File: config.mk
export PLATFORM = sky130hd
export DESIGN_NAME = lpm_sequencer
export DESIGN_NICKNAME = d
export VERILOG_FILES = /design/src/rtl/lpm_pkg.sv /design/src/rtl/lpm_sync.sv /design/src/rtl/lpm_dma_wake.sv /design/src/rtl/lpm_sequencer.sv
export SDC_FILE = /design/constraint.sdc
export NUM_CORES = 1
export LEC_CHECK = 0
export BUFFER_PORTS_ARGS = -buffer_cell sky130_fd_sc_hd__clkbuf_2
export CORE_MARGIN = 4
export CORE_UTILIZATION = 36
export CTS_BUF_LIST = sky130_fd_sc_hd__clkbuf_2
export DETAILED_ROUTE_END_ITERATION = 8
export GPL_ROUTABILITY_DRIVEN = 0
export PLACE_DENSITY = 0.68
export SLEW_MARGIN = 20
export SYNTH_ARGS = -nofsm -noshare
export SYNTH_HDL_FRONTEND = slang
export SYNTH_SLANG_ARGS = --single-unit
export TNS_END_PERCENT = 100
File: constraint.sdc
create_clock -name clk -period 4.95 [get_ports clk]
set_input_delay 0.495 -clock clk [delete_from_list [all_inputs] [get_ports clk]]
set_output_delay 0.495 -clock clk [all_outputs]
set_load 0.005 [all_outputs]
File: src/rtl/lpm_pkg.sv
package lpm_pkg;

  typedef enum logic [2:0] {
    MODE_RUN     = 3'd0,
    MODE_COMPUTE = 3'd1,
    MODE_PSTOP   = 3'd2,
    MODE_STOP    = 3'd3,
    MODE_VLPS    = 3'd4
  } lp_mode_e;

  typedef enum logic [2:0] {
    ST_RUN,
    ST_MST,
    ST_SLV,
    ST_SLEEP,
    ST_WREG,
    ST_WCLK,
    ST_DMA
  } seq_state_e;

  function automatic logic mode_is_deep(lp_mode_e m);
    return (m == MODE_STOP) || (m == MODE_VLPS);
  endfunction

  function automatic logic mode_code_ok(logic [2:0] c);
    return (c >= 3'd1) && (c <= 3'd4);
  endfunction

endpackage

File: src/rtl/lpm_sync.sv
module lpm_sync #(
  parameter int WIDTH  = 1,
  parameter int STAGES = 2
) (
  input  logic             clk,
  input  logic             rst_n,
  input  logic [WIDTH-1:0] d,
  output logic [WIDTH-1:0] q
);
  logic [WIDTH-1:0] stage_q [STAGES];

  genvar g;
  for (g = 0; g < STAGES; g++) begin : g_stage
    if (g == 0) begin : g_first
      always_ff @(posedge clk or negedge rst_n) begin
        if (!rst_n) stage_q[g] <= '0;
        else        stage_q[g] <= d;
      end
    end else begin : g_next
      always_ff @(posedge clk or negedge rst_n) begin
        if (!rst_n) stage_q[g] <= '0;
        else        stage_q[g] <= stage_q[g-1];
      end
    end
  end

  assign q = stage_q[STAGES-1];

  // a change on the output was already present on the previous stage one edge earlier
  assert_sync_delay_R11: assert property (@(posedge clk) disable iff (!rst_n)
    (q != $past(q)) |-> (q == $past(stage_q[STAGES-2])));
endmodule

File: src/rtl/lpm_dma_wake.sv
module lpm_dma_wake #(
  parameter int CH = 4
) (
  input  logic [CH-1:0] req_sync,
  input  logic [CH-1:0] wake_en,
  output logic          hit
);
  logic [CH-1:0] masked;

  genvar c;
  for (c = 0; c < CH; c++) begin : g_chan
    assign masked[c] = req_sync[c] & wake_en[c];
  end

  assign hit = |masked;

  // a wake hit always traces back to at least one enabled channel
  always_comb begin
    assert_hit_enabled_R7: assert (!hit || ((req_sync & wake_en) != '0));
  end
endmodule

File: src/rtl/lpm_sequencer.sv
module lpm_sequencer
  import lpm_pkg::*;
#(
  parameter int DMA_CH      = 4,
  parameter int SYNC_STAGES = 2
) (
  input  logic              clk,
  input  logic              rst_n,
  input  logic [2:0]        mode_req,
  input  logic              mode_go,
  input  logic              irq_async,
  input  logic [DMA_CH-1:0] dma_req_async,
  input  logic [DMA_CH-1:0] dma_wake_en,
  input  logic              dma_idle,
  input  logic              mst_stop_ack,
  input  logic              slv_stop_ack,
  input  logic              reg_ready,
  input  logic              clkgen_stable,
  output logic              core_clk_en,
  output logic              sys_clk_en,
  output logic              bus_clk_en,
  output logic              mst_stop_req,
  output logic              slv_stop_req,
  output logic              clkgen_lp_req,
  output logic              reg_lp_req,
  output logic              reg_vlp_req
);
  localparam int SYNC_W = DMA_CH + 1;

  logic [SYNC_W-1:0] sync_q;
  logic              irq_s;
  logic [DMA_CH-1:0] dma_req_s;
  logic              dma_hit;

  lpm_sync #(.WIDTH(SYNC_W), .STAGES(SYNC_STAGES)) u_sync (
    .clk   (clk),
    .rst_n (rst_n),
    .d     ({irq_async, dma_req_async}),
    .q     (sync_q)
  );

  assign irq_s     = sync_q[SYNC_W-1];
  assign dma_req_s = sync_q[DMA_CH-1:0];

  lpm_dma_wake #(.CH(DMA_CH)) u_wake (
    .req_sync (dma_req_s),
    .wake_en  (dma_wake_en),
    .hit      (dma_hit)
  );

  seq_state_e state_q, state_d;
  lp_mode_e   tgt_q;
  logic       dma_wake_q;
  logic       deep;

  assign deep = mode_is_deep(tgt_q);

  always_comb begin
    state_d = state_q;
    unique case (state_q)
      ST_RUN:   if (mode_go && mode_code_ok(mode_req)) state_d = ST_MST;
      ST_MST:   if (mst_stop_ack) state_d = ST_SLV;
      ST_SLV:   if (slv_stop_ack) state_d = ST_SLEEP;
      ST_SLEEP: if (irq_s || dma_hit) begin
                  if (deep)       state_d = ST_WREG;
                  else if (irq_s) state_d = ST_RUN;
                  else            state_d = ST_DMA;
                end
      ST_WREG:  if (reg_ready) state_d = ST_WCLK;
      ST_WCLK:  if (clkgen_stable) state_d = dma_wake_q ? ST_DMA : ST_RUN;
      ST_DMA:   if (irq_s) state_d = ST_RUN;
                else if (!dma_hit && dma_idle) state_d = ST_MST;
      default:  state_d = ST_RUN;
    endcase
  end

  always_ff @(posedge clk or negedge rst_n) begin
    if (!rst_n) begin
      state_q    <= ST_RUN;
      tgt_q      <= MODE_RUN;
      dma_wake_q <= 1'b0;
    end else begin
      state_q <= state_d;
      if (state_q == ST_RUN && state_d == ST_MST) tgt_q <= lp_mode_e'(mode_req);
      if (state_d == ST_RUN) dma_wake_q <= 1'b0;
      else if (state_q == ST_SLEEP && state_d != ST_SLEEP) dma_wake_q <= !irq_s;
    end
  end

  logic bus_up, stopping;
  assign bus_up   = (state_q == ST_RUN) || (state_q == ST_MST) ||
                    (state_q == ST_SLV) || (state_q == ST_DMA);
  assign stopping = (state_q == ST_SLEEP) || (state_q == ST_WREG) || (state_q == ST_WCLK);

  assign core_clk_en   = (state_q == ST_RUN) || (tgt_q == MODE_COMPUTE) ||
                         (((state_q == ST_MST) || (state_q == ST_SLV)) && !dma_wake_q);
  assign sys_clk_en    = bus_up;
  assign bus_clk_en    = bus_up;
  assign mst_stop_req  = (state_q == ST_MST) || (state_q == ST_SLV) || stopping;
  assign slv_stop_req  = (state_q == ST_SLV) || stopping;
  assign clkgen_lp_req = deep && ((state_q == ST_SLEEP) || (state_q == ST_WREG));
  assign reg_lp_req    = deep && (state_q == ST_SLEEP);
  assign reg_vlp_req   = (tgt_q == MODE_VLPS) && (state_q == ST_SLEEP);

  // slaves are asked to stop only after the masters acknowledged
  assert_slv_after_mst_R2: assert property (@(posedge clk) disable iff (!rst_n)
    $rose(slv_stop_req) |-> $past(mst_stop_ack));

  // low-power requests only with clocks gated and everything stopped
  assert_lp_only_when_stopped_R4: assert property (@(posedge clk) disable iff (!rst_n)
    (reg_lp_req || clkgen_lp_req) |-> (mst_stop_req && slv_stop_req && !sys_clk_en && !bus_clk_en));

  // clock generator leaves low power only after the regulator reported ready
  assert_clkgen_after_reg_R6: assert property (@(posedge clk) disable iff (!rst_n)
    $fell(clkgen_lp_req) |-> ($past(reg_ready) && !reg_lp_req));

  // stop requests release only with system and bus clocks already running
  assert_release_after_clocks_R8: assert property (@(posedge clk) disable iff (!rst_n)
    $fell(mst_stop_req) |-> (sys_clk_en && bus_clk_en && !clkgen_lp_req && !reg_lp_req));

  // the core clock never restarts while masters are still asked to stop
  assert_core_start_after_release_R10: assert property (@(posedge clk) disable iff (!rst_n)
    $rose(core_clk_en) |-> (!mst_stop_req && sys_clk_en));
endmodule

* After elaboration in Yosys (flattened, before gate mapping)
Index checks and enable logic that the tools add are counted.
W data, S select, Z words.
** Word-level totals
- Register bits :: 17
- Bits in latches :: 0
- Memory bits (writable) :: 0
- Memory bits (read-only) :: 0
- Bits of input ports :: 20
- Output and inout port bits :: 8
- Logic and storage cells :: 64
- Memories kept :: 0
** Cells by class
- Add/sub/neg operators :: 0
- Multiply operators :: 0
- Div/mod/pow operators :: 0
- Magnitude comparators :: 2
- Equality and inequality tests :: 11
- Shift operators :: 0
- Muxes and demuxes :: 14
- Bitwise logic cells :: 4
- Reduce and logical (&&, ||, !) cells :: 28
** Operators with widths (count)
- $mux W3 :: 11
- $pmux W3 S7 :: 1
- $eq A3 B3 Y1 const B :: 4
- $logic_or A1 B1 Y1 :: 12
- $eq A3 B1 Y1 const B :: 3
- $eq A3 B2 Y1 const B :: 3
- $logic_and A1 B1 Y1 :: 9
- $logic_not A3 Y1 :: 2
- $and A1 B1 Y1 :: 4
- $reduce_or A4 Y1 :: 1
- $ge A3 B1 Y1 const B :: 1
- $le A3 B3 Y1 const B :: 1
- $logic_not A1 Y1 :: 3
- $ne A3 B2 Y1 const B :: 1
- $mux W1 :: 2
- $reduce_bool A2 Y1 :: 1

* Logic depth before layout (Yosys ltp)
Gate-level depths: netlist (run 1).
- Depth in word-level cells :: 11
- Gate-level depth with buffers :: 6
- Depth with buffers taken out :: 5

* Cells and area by module
From an unflattened synthesis (run 1), not the netlist that was laid out.
** Second synthesis, totals
- Cell total of the unflattened synthesis :: 85
- Area total of the unflattened synthesis :: 927.1 um^2
** Modules (own cells, without submodules)
- lpm_sequencer :: times used 1, cells each 67, area each 620.6 um^2, sequential area each 175.2 um^2
- lpm_sync :: times used 1, cells each 15, area each 287.8 um^2, sequential area each 250.2 um^2
- lpm_dma_wake :: times used 1, cells each 3, area each 18.8 um^2, sequential area each 0.0 um^2

* Worst setup path before layout (run 1)
No wires, ideal clock.
- Kind :: input-to-reg
- Start point :: input mode_req[1]
- End point :: register dma_wake_q
- Setup time :: 0.120 ns
- Arrival :: 1.694 ns
- Required time :: 4.830 ns
- Slack :: 3.136 ns
- Stages on the path :: 5
- Buffers on the path :: 0
- Cell sequence :: or3_1 > nand4_2 > o2111ai_1 > or4_1 > and3_1
** On the way
- Word-level cells in the longest chain between the ends :: 8
- Elaborated cells between the ends (all ways) :: 11
- Classes of those cells :: order compare (2); eq/ne (1); mux (3); reduce/logical (5)
** Ends and longest elaborated chain
- start, declared :: RTL line lpm_sequencer.sv:9 : input logic [2:0] mode_req,
- $ge A3 B1 Y1 / $le A3 B3 Y1 (equally long branches) :: RTL line lpm_pkg.sv:26 : return (c >= 3'd1) && (c <= 3'd4);
- $logic_and A1 B1 Y1 (*) :: RTL line lpm_pkg.sv:26
- $logic_and A1 B1 Y1 (*) :: RTL line lpm_sequencer.sv:61 : ST_RUN: if (mode_go && mode_code_ok(mode_req)) state_d = ST_MST;
- $mux W3 (*) :: RTL line lpm_sequencer.sv:61
- $pmux W3 S7 (*) :: RTL line lpm_sequencer.sv:60 : unique case (state_q)
- via state_d[0] :: RTL line lpm_sequencer.sv:51 : seq_state_e state_q, state_d;
- $ne A3 B2 Y1 :: RTL line lpm_sequencer.sv:86 : else if (state_q == ST_SLEEP && state_d != ST_SLEEP) dma_wake_q <= !irq_s;
- $logic_and A1 B1 Y1 :: RTL line lpm_sequencer.sv:86
- $reduce_bool A2 Y1 (no source line)
- end signal, assigned :: RTL line lpm_sequencer.sv:86
- end, declared :: RTL line lpm_sequencer.sv:53 : logic dma_wake_q;
The timed path passes the listed nets; every way through them passes the cells marked *.
A chain may end at the register's enable or synchronous reset.

* Worst setup path in the final report (run 1)
- Start point :: register state_q[2]
- End point :: output clkgen_lp_req
** On the way
- Word-level cells in the longest chain between the ends :: 3
- Elaborated cells between the ends (all ways) :: 4
- Classes of those cells :: eq/ne (2); reduce/logical (2)
** Ends and longest elaborated chain
- start, declared :: RTL line lpm_sequencer.sv:51
- start signal, assigned :: RTL line lpm_sequencer.sv:83 : state_q <= state_d;
- $eq A3 B2 Y1 / $eq A3 B3 Y1 (equally long branches) :: RTL line lpm_sequencer.sv:101 : assign clkgen_lp_req = deep && ((state_q == ST_SLEEP) || (state_q == ST_WREG));
- $logic_or A1 B1 Y1 (*) :: RTL line lpm_sequencer.sv:101
- $logic_and A1 B1 Y1 (*) :: RTL line lpm_sequencer.sv:101
- end, declared :: RTL line lpm_sequencer.sv:24 : output logic clkgen_lp_req,
Mark *: on every way between the ends. The rest lies on a longest branch, timed or not.

==> flow_metrics.py, run 1 <==
metrics = {
    "run_status": {
        "status": "complete, no violations",
    },
    "clock_tree": {
        "clock_sinks": 17,
        "cts_tree": "yes",
        "clockBufferDepth": 2,
        "clock_latency_ns": 0.30,
        "cts_buffers": 3,
        "cts_setup_buffers": 0,
        "cts_hold_buf": 0,
        "clk_pin_slew_ns": 0.17,
        "root_buffer": "clkbuf_2",
        "htree_levels": 1,
        "cts_resized": 0,
    },
    "logic_synthesis": {
        "syn_inst": 79,
        "syn_nets": 99,
        "seq_area_frac_synth": 0.476,
        "syn_area_sq_um": 895,
        "yosys_register_bits": 17,
        "synth_cell_types": 39,
        "postSynthAreaPerCell_sq_um": 11.3,
        "synth_warnings": 0,
    },
    "floorplan": {
        "die-area_sq_um": 3350,
        "core_sq_um": 2300,
        "start_util": 0.389,
        "dieWidth_microns": 57.9,
        "ios": 28,
        "num_rows": 17,
        "die_h_microns": 57.9,
    },
    "sta": {
        "rsz0062_at_grt": "no",
        "period_share": 0.409,
        "max_slew.worst_pin.slew_ns": 0.491,
        "period_minus_slack_ns": 2.03,
        "hold_violations": 0,
        "skew_ns": 0.0148,
        "fmax_ghz": 0.493,
        "final_max_slew_viol_count": 0,
        "timing.slew.headroom": 0.668,
        "setup_viol": 0,
        "tns_ns": 0,
        "whs_ns": 0.0861,
    },
    "placed_design": {
        "dpl.hpwl_microns": 1400,
        "io_buffers": 27,
    },
    "layout": {
        "final_cell_mix": "30 x clkbuf_2, 17 x dfrtp_1, 5 x o21ai_0, 5 x nor2_1, 5 x a21oi_1",
        "diodes": 0,
        "nNetsFinal": 127,
        "drive_gt1_frac": 0.377,
        "register_area_sq_um": 425,
        "multi_input_area_sq_um": 428,
        "fillers": 223,
        "syn_to_final_growth_pct": 17.3,
        "final_common_cell": "clkbuf_2",
    },
    "power": {
        "power_density_nw_per_um2": 482,
        "clkPwrFrac": 0.122,
        "vdd.ir_drop.worst_v": 0.000194,
        "seqPwrFrac": 0.455,
        "p_int_uw": 310,
        "pwr-share-comb": 0.423,
        "p_leak_nw": 0.476,
        "p_switching_uw": 196,
        "switching_share": 0.388,
    },
    "route": {
        "drtAntennaViolNets": 0,
        "route.met3.wl_microns": 90,
        "drtPass1Iterations": 4,
        "drt_wl_total_microns": 1730,
        "top_layer": "met4",
        "vias": 728,
        "drtIter0Drc": 7,
        "dr_wl_met2_microns": 863,
        "wl_met1_microns": 737,
        "drcViolationCount": 0,
        "detail_route.wl_per_cell_microns": 12.9,
        "viasPerCell": 5.43,
    },
    "worst_setup_path": {
        "crit_type": "reg -> out",
        "start_kind": "register",
        "crit_arrival_ns": 1.53,
        "cp_max_fo": 15,
        "endpoint_kind": "primary output",
        "cp.required_ns": 4.45,
    },
    "global_routing": {
        "grt_max_degree": 18,
        "grt_overflow": 0,
        "antenna_found_initial": 0,
        "track_usage": 0.107,
        "grt_pass1_wl_microns": 2840,
        "grt_pass1_vias": 683,
    },
    "worst_hold_path": {
        "hold_class": "in -> async",
    },
    "run": {
        "max-cap-violations": 0,
    },
}
[cells by family (layout without fill, tap and decap cells)]
group,Yosys count,count (layout),synth area share
and+or+nand+nor,30,30,0.257
AOI/OAI and AO/OA,23,23,0.172
DFF,17,17,0.476
buffers and inverters,5,32,0.0461
muxes,3,3,0.0378
adders and majority gates,1,1,0.0112
[critical path: stages (launching register included)]
cell and delay (ns):
dfrtp_1 0.63, nor2b_4 0.26, nand2b_1 0.07, a21oi_1 0.15, clkbuf_2 0.13
[flip-flops by register name, summed over array words and instances, names as in the netlist]
| signal | cells |
|---|---|
| u_sync.q | 5 |
| u_sync.stage_q | 5 |
| state_q | 3 |
| tgt_q | 3 |
| dma_wake_q | 1 |
[power by group through the flow]
stage	Combinational, mW	Sequential (mW)	Clock (mW)
3_3_place_gp	0.212	0.232	0
4_1_cts	0.218	0.230	0.0654
3_5_place_dp	0.217	0.232	0
2_1_floorplan	0.199	0.198	0
5_1_grt	0.240	0.240	0.0725
6_report	0.214	0.230	0.0615
[final timing paths]
check,start,endpoint,slack (ns),depth (start not counted)
max in group asynchronous,rst_n,state_q[0],4.57,1
max reg2reg,state_q[2],dma_wake_q,2.99,4
min reg2reg,u_sync.stage_q[9],u_sync.q[4],0.37,0
min,rst_n,u_sync.q[4],0.09,1
min in group clk,irq_async,u_sync.stage_q[9],0.28,1
max,state_q[2],clkgen_lp_req,2.92,4
[metal layers]
layer | vias to the layer above | GRT usage
met4 | 0 | 0.0497
met1 | 347 | 0.137
met3 | 4 | 0.0223
met5 | - | 0
li1 | 359 | -
met2 | 18 | 0.173
[cell usage after synthesis, drive strengths merged]
| library cell | instances | area, sq um |
|---|---|---|
| a211o | 1 | 8.76 |
| a21oi | 5 | 25.0 |
| a22o | 2 | 17.5 |
| a22oi | 2 | 15.0 |
| a2bb2oi | 1 | 8.76 |
| a31oi | 2 | 12.5 |
| and3 | 1 | 6.26 |
| and3b | 1 | 8.76 |
| and4b | 1 | 13.8 |
| buf | 4 | 37.5 |
| dfrtp | 17 | 425 |
| inv | 1 | 3.75 |
| maj3 | 1 | 10.0 |
| mux2 | 3 | 33.8 |
| nand2 | 1 | 3.75 |
| nand2b | 2 | 12.5 |
| nand3b | 2 | 18.8 |
| nand4 | 2 | 18.8 |
| nand4b | 1 | 8.76 |
| nand4bb | 1 | 11.3 |
| nor2 | 5 | 18.8 |
| nor2b | 3 | 26.3 |
| nor3 | 1 | 5.00 |
| nor3b | 1 | 12.5 |
| nor4bb | 3 | 30.0 |
| o2111ai | 1 | 8.76 |
| o211ai | 1 | 7.51 |
| o21ai | 5 | 25.0 |
| o22ai | 1 | 6.26 |
| o2bb2ai | 1 | 8.76 |
| o311a | 1 | 10.0 |
| or2 | 1 | 6.26 |
| or2b | 2 | 15.0 |
| or3 | 1 | 6.26 |
| or4 | 1 | 7.51 |
[per-stage QoR]
step | util | instances | area [sq um] | setup WS (ns) | power, mW
6_report | 0.457 | 134 | 1050 | 2.92 | 0.505
5_1_grt | 0.457 | 134 | 1050 | 2.77 | 0.552
4_1_cts | 0.457 | 134 | 1050 | 2.90 | 0.514
3_5_place_dp | 0.447 | 130 | 1030 | 2.95 | 0.449
3_3_place_gp | 0.447 | 130 | 1030 | 3.02 | 0.444
2_1_floorplan | - | 79 | 895 | 3.14 | 0.397
[area by class of cell]
| type | count | share of cell area |
|---|---|---|
| Clock inverter | 1 | 0.00715 |
| Tap cell | 28 | 0.0334 |
| Inverter | 1 | 0.00358 |
| Sequential cell | 17 | 0.405 |
| Clock buffer | 3 | 0.0143 |
| Timing Repair Buffer | 27 | 0.129 |
| Multi-Input combinational cell | 57 | 0.408 |
(Power assumes the default switching activity.)
==> run 2: changes to the inputs <==
clock period = 1.9 ns   (was 4.95 ns; I/O delays follow)
==> run 2 against run 1 <==
Compared with the run above: non-clock buffer count grew 14; register-to-register slack worse by 2.9 ns; clock-buffer cell count grew 1; total power grew to 2.9 times the previous value; worst hold slack improved by 0.077 ns; global-route usage rose by 2.0 points; sequential power rose by 150%; clock power rose to 2.6 times the previous value.
==> flow_metrics.py, run 2 (synthesized netlist as in run 1, its figures left out) <==
metrics = {
    "floorplan": {
        "ios": 28,
        "core_sq_um": 2300,
        "die-area_sq_um": 3350,
        "num_rows": 17,
        "dieWidth_microns": 57.9,
        "start_util": 0.389,
        "die_h_microns": 57.9,
    },
    "clock_tree": {
        "cts_tree": "yes",
        "clock_latency_ns": 0.28,
        "root_buffer": "clkbuf_2",
        "clk_pin_slew_ns": 0.14,
        "cts_buffers": 3,
        "htree_levels": 1,
        "clock_sinks": 17,
        "clockBufferDepth": 2,
    },
    "power": {
        "vdd.ir_drop.worst_v": 0.000581,
        "p_leak_nw": 0.542,
        "power_density_nw_per_um2": 1250,
    },
    "run_status": {
        "status": "complete, no violations",
    },
    "route": {
        "viasPerCell": 5.33,
        "detail_route.wl_per_cell_microns": 13.6,
        "vias": 789,
        "drcViolationCount": 0,
        "drtAntennaViolNets": 0,
        "drtIter0Drc": 12,
        "drtPass1Iterations": 4,
        "drt_wl_total_microns": 2020,
    },
    "sta": {
        "tns_ns": 0,
        "fmax_ghz": 0.547,
        "period_minus_slack_ns": 1.83,
        "hold_violations": 0,
        "final_max_slew_viol_count": 0,
        "setup_viol": 0,
        "max_slew.worst_pin.slew_ns": 0.410,
        "period_share": 0.962,
        "skew_ns": 0.00553,
        "timing.slew.headroom": 0.727,
    },
    "worst_setup_path": {
        "cp_top_family": "simple AND/OR/NAND/NOR gates",
        "worstPathCellList": "nor3b_2, nor2_2, o311a_1, or4_1, and3_1",
        "path_buf_inv": 0,
        "crit_arrival_ns": 2.01,
        "max_stage_delay_ns": 0.46,
        "start_kind": "register",
        "cp_slowest_cell": "or4_1",
        "cp.required_ns": 2.08,
        "cp_max_fo": 3,
        "crit_type": "reg -> reg",
        "endpoint_kind": "register",
    },
    "global_routing": {
        "antenna_found_initial": 0,
        "grt_overflow": 0,
        "grt_pass1_vias": 785,
        "grt_max_degree": 18,
        "track_usage": 0.127,
        "grt_pass1_wl_microns": 3320,
    },
    "layout": {
        "drive_gt1_frac": 0.450,
        "final_common_cell": "clkbuf_2",
        "utilization": 0.516,
        "nNetsFinal": 141,
        "final_cell_mix": "31 x clkbuf_2, 14 x dfrtp_1, 8 x buf_4",
        "diodes": 0,
        "syn_to_final_growth_pct": 32.6,
    },
    "placed_design": {
        "io_buffers": 27,
        "dpl.hpwl_microns": 1520,
    },
    "worst_hold_path": {
        "hold_class": "in -> reg",
    },
    "run": {
        "max-cap-violations": 0,
    },
}
run 2: per-stage QoR:
| stage | std cells | power (mW) | instance area (sq um) | setup slack (ns) | hold slack (ns) |
|---|---|---|---|---|---|
| after global placement | 134 | 1.22 | 1060 | 0.0884 | 0.131 |
| after CTS | 143 | 1.41 | 1130 | 0.0232 | 0.00119 |
| final | 148 | 1.49 | 1190 | 0.0723 | 0.164 |
| after global routing | 148 | 1.61 | 1190 | -0.0436 | 0.139 |
| after floorplan | 79 | 1.03 | 895 | 0.184 | -0.106 |
| after detailed placement | 134 | 1.24 | 1060 | 0.0472 | 0.141 |
run 2: cell type report:
class / count / area, sq um
Multi-Input combinational cell: 57 / 443
Sequential cell: 17 / 429
Timing Repair Buffer: 41 / 255
Inverter: 1 / 3.75
Fill cell: 220 / 1110
Clock buffer: 4 / 20.0
Tap cell: 28 / 35.0
run 2: worst paths after layout:
check	startpoint	depth (start not counted)	slack [ns]	end
max reg2reg	tgt_q[0]	5	0.07	dma_wake_q
max in group asynchronous	rst_n	2	1.24	state_q[1]
min in group asynchronous	rst_n	2	0.34	u_sync.stage_q[6]
max	tgt_q[0]	5	0.07	dma_wake_q
min	mode_req[2]	2	0.16	tgt_q[2]
min reg2reg	u_sync.stage_q[6]	0	0.37	u_sync.q[1]
run 2: routing by layer:
metal	track usage	routed length [microns]	up-vias
li1	-	-	386
met1	0.146	868	379
met2	0.226	1050	22
met3	0.0178	84	2
met4	0.0662	12	0
met5	0	0	-
run 2: power by group:
part	internal, mW	switching (mW)	total, mW
registers	0.451	0.116	0.567
clock network	0.0558	0.101	0.157
logic	0.433	0.331	0.763
total	0.940	0.548	1.49
run 2: repair_timing:
action / 4_1_cts / 5_1_grt
gates resized for setup: 0 / 8
hold buffers: 5 / 1
setup buffers: 0 / 4
hold endpoints to repair: 21 / 1
setup endpoints to repair: 0 / 1
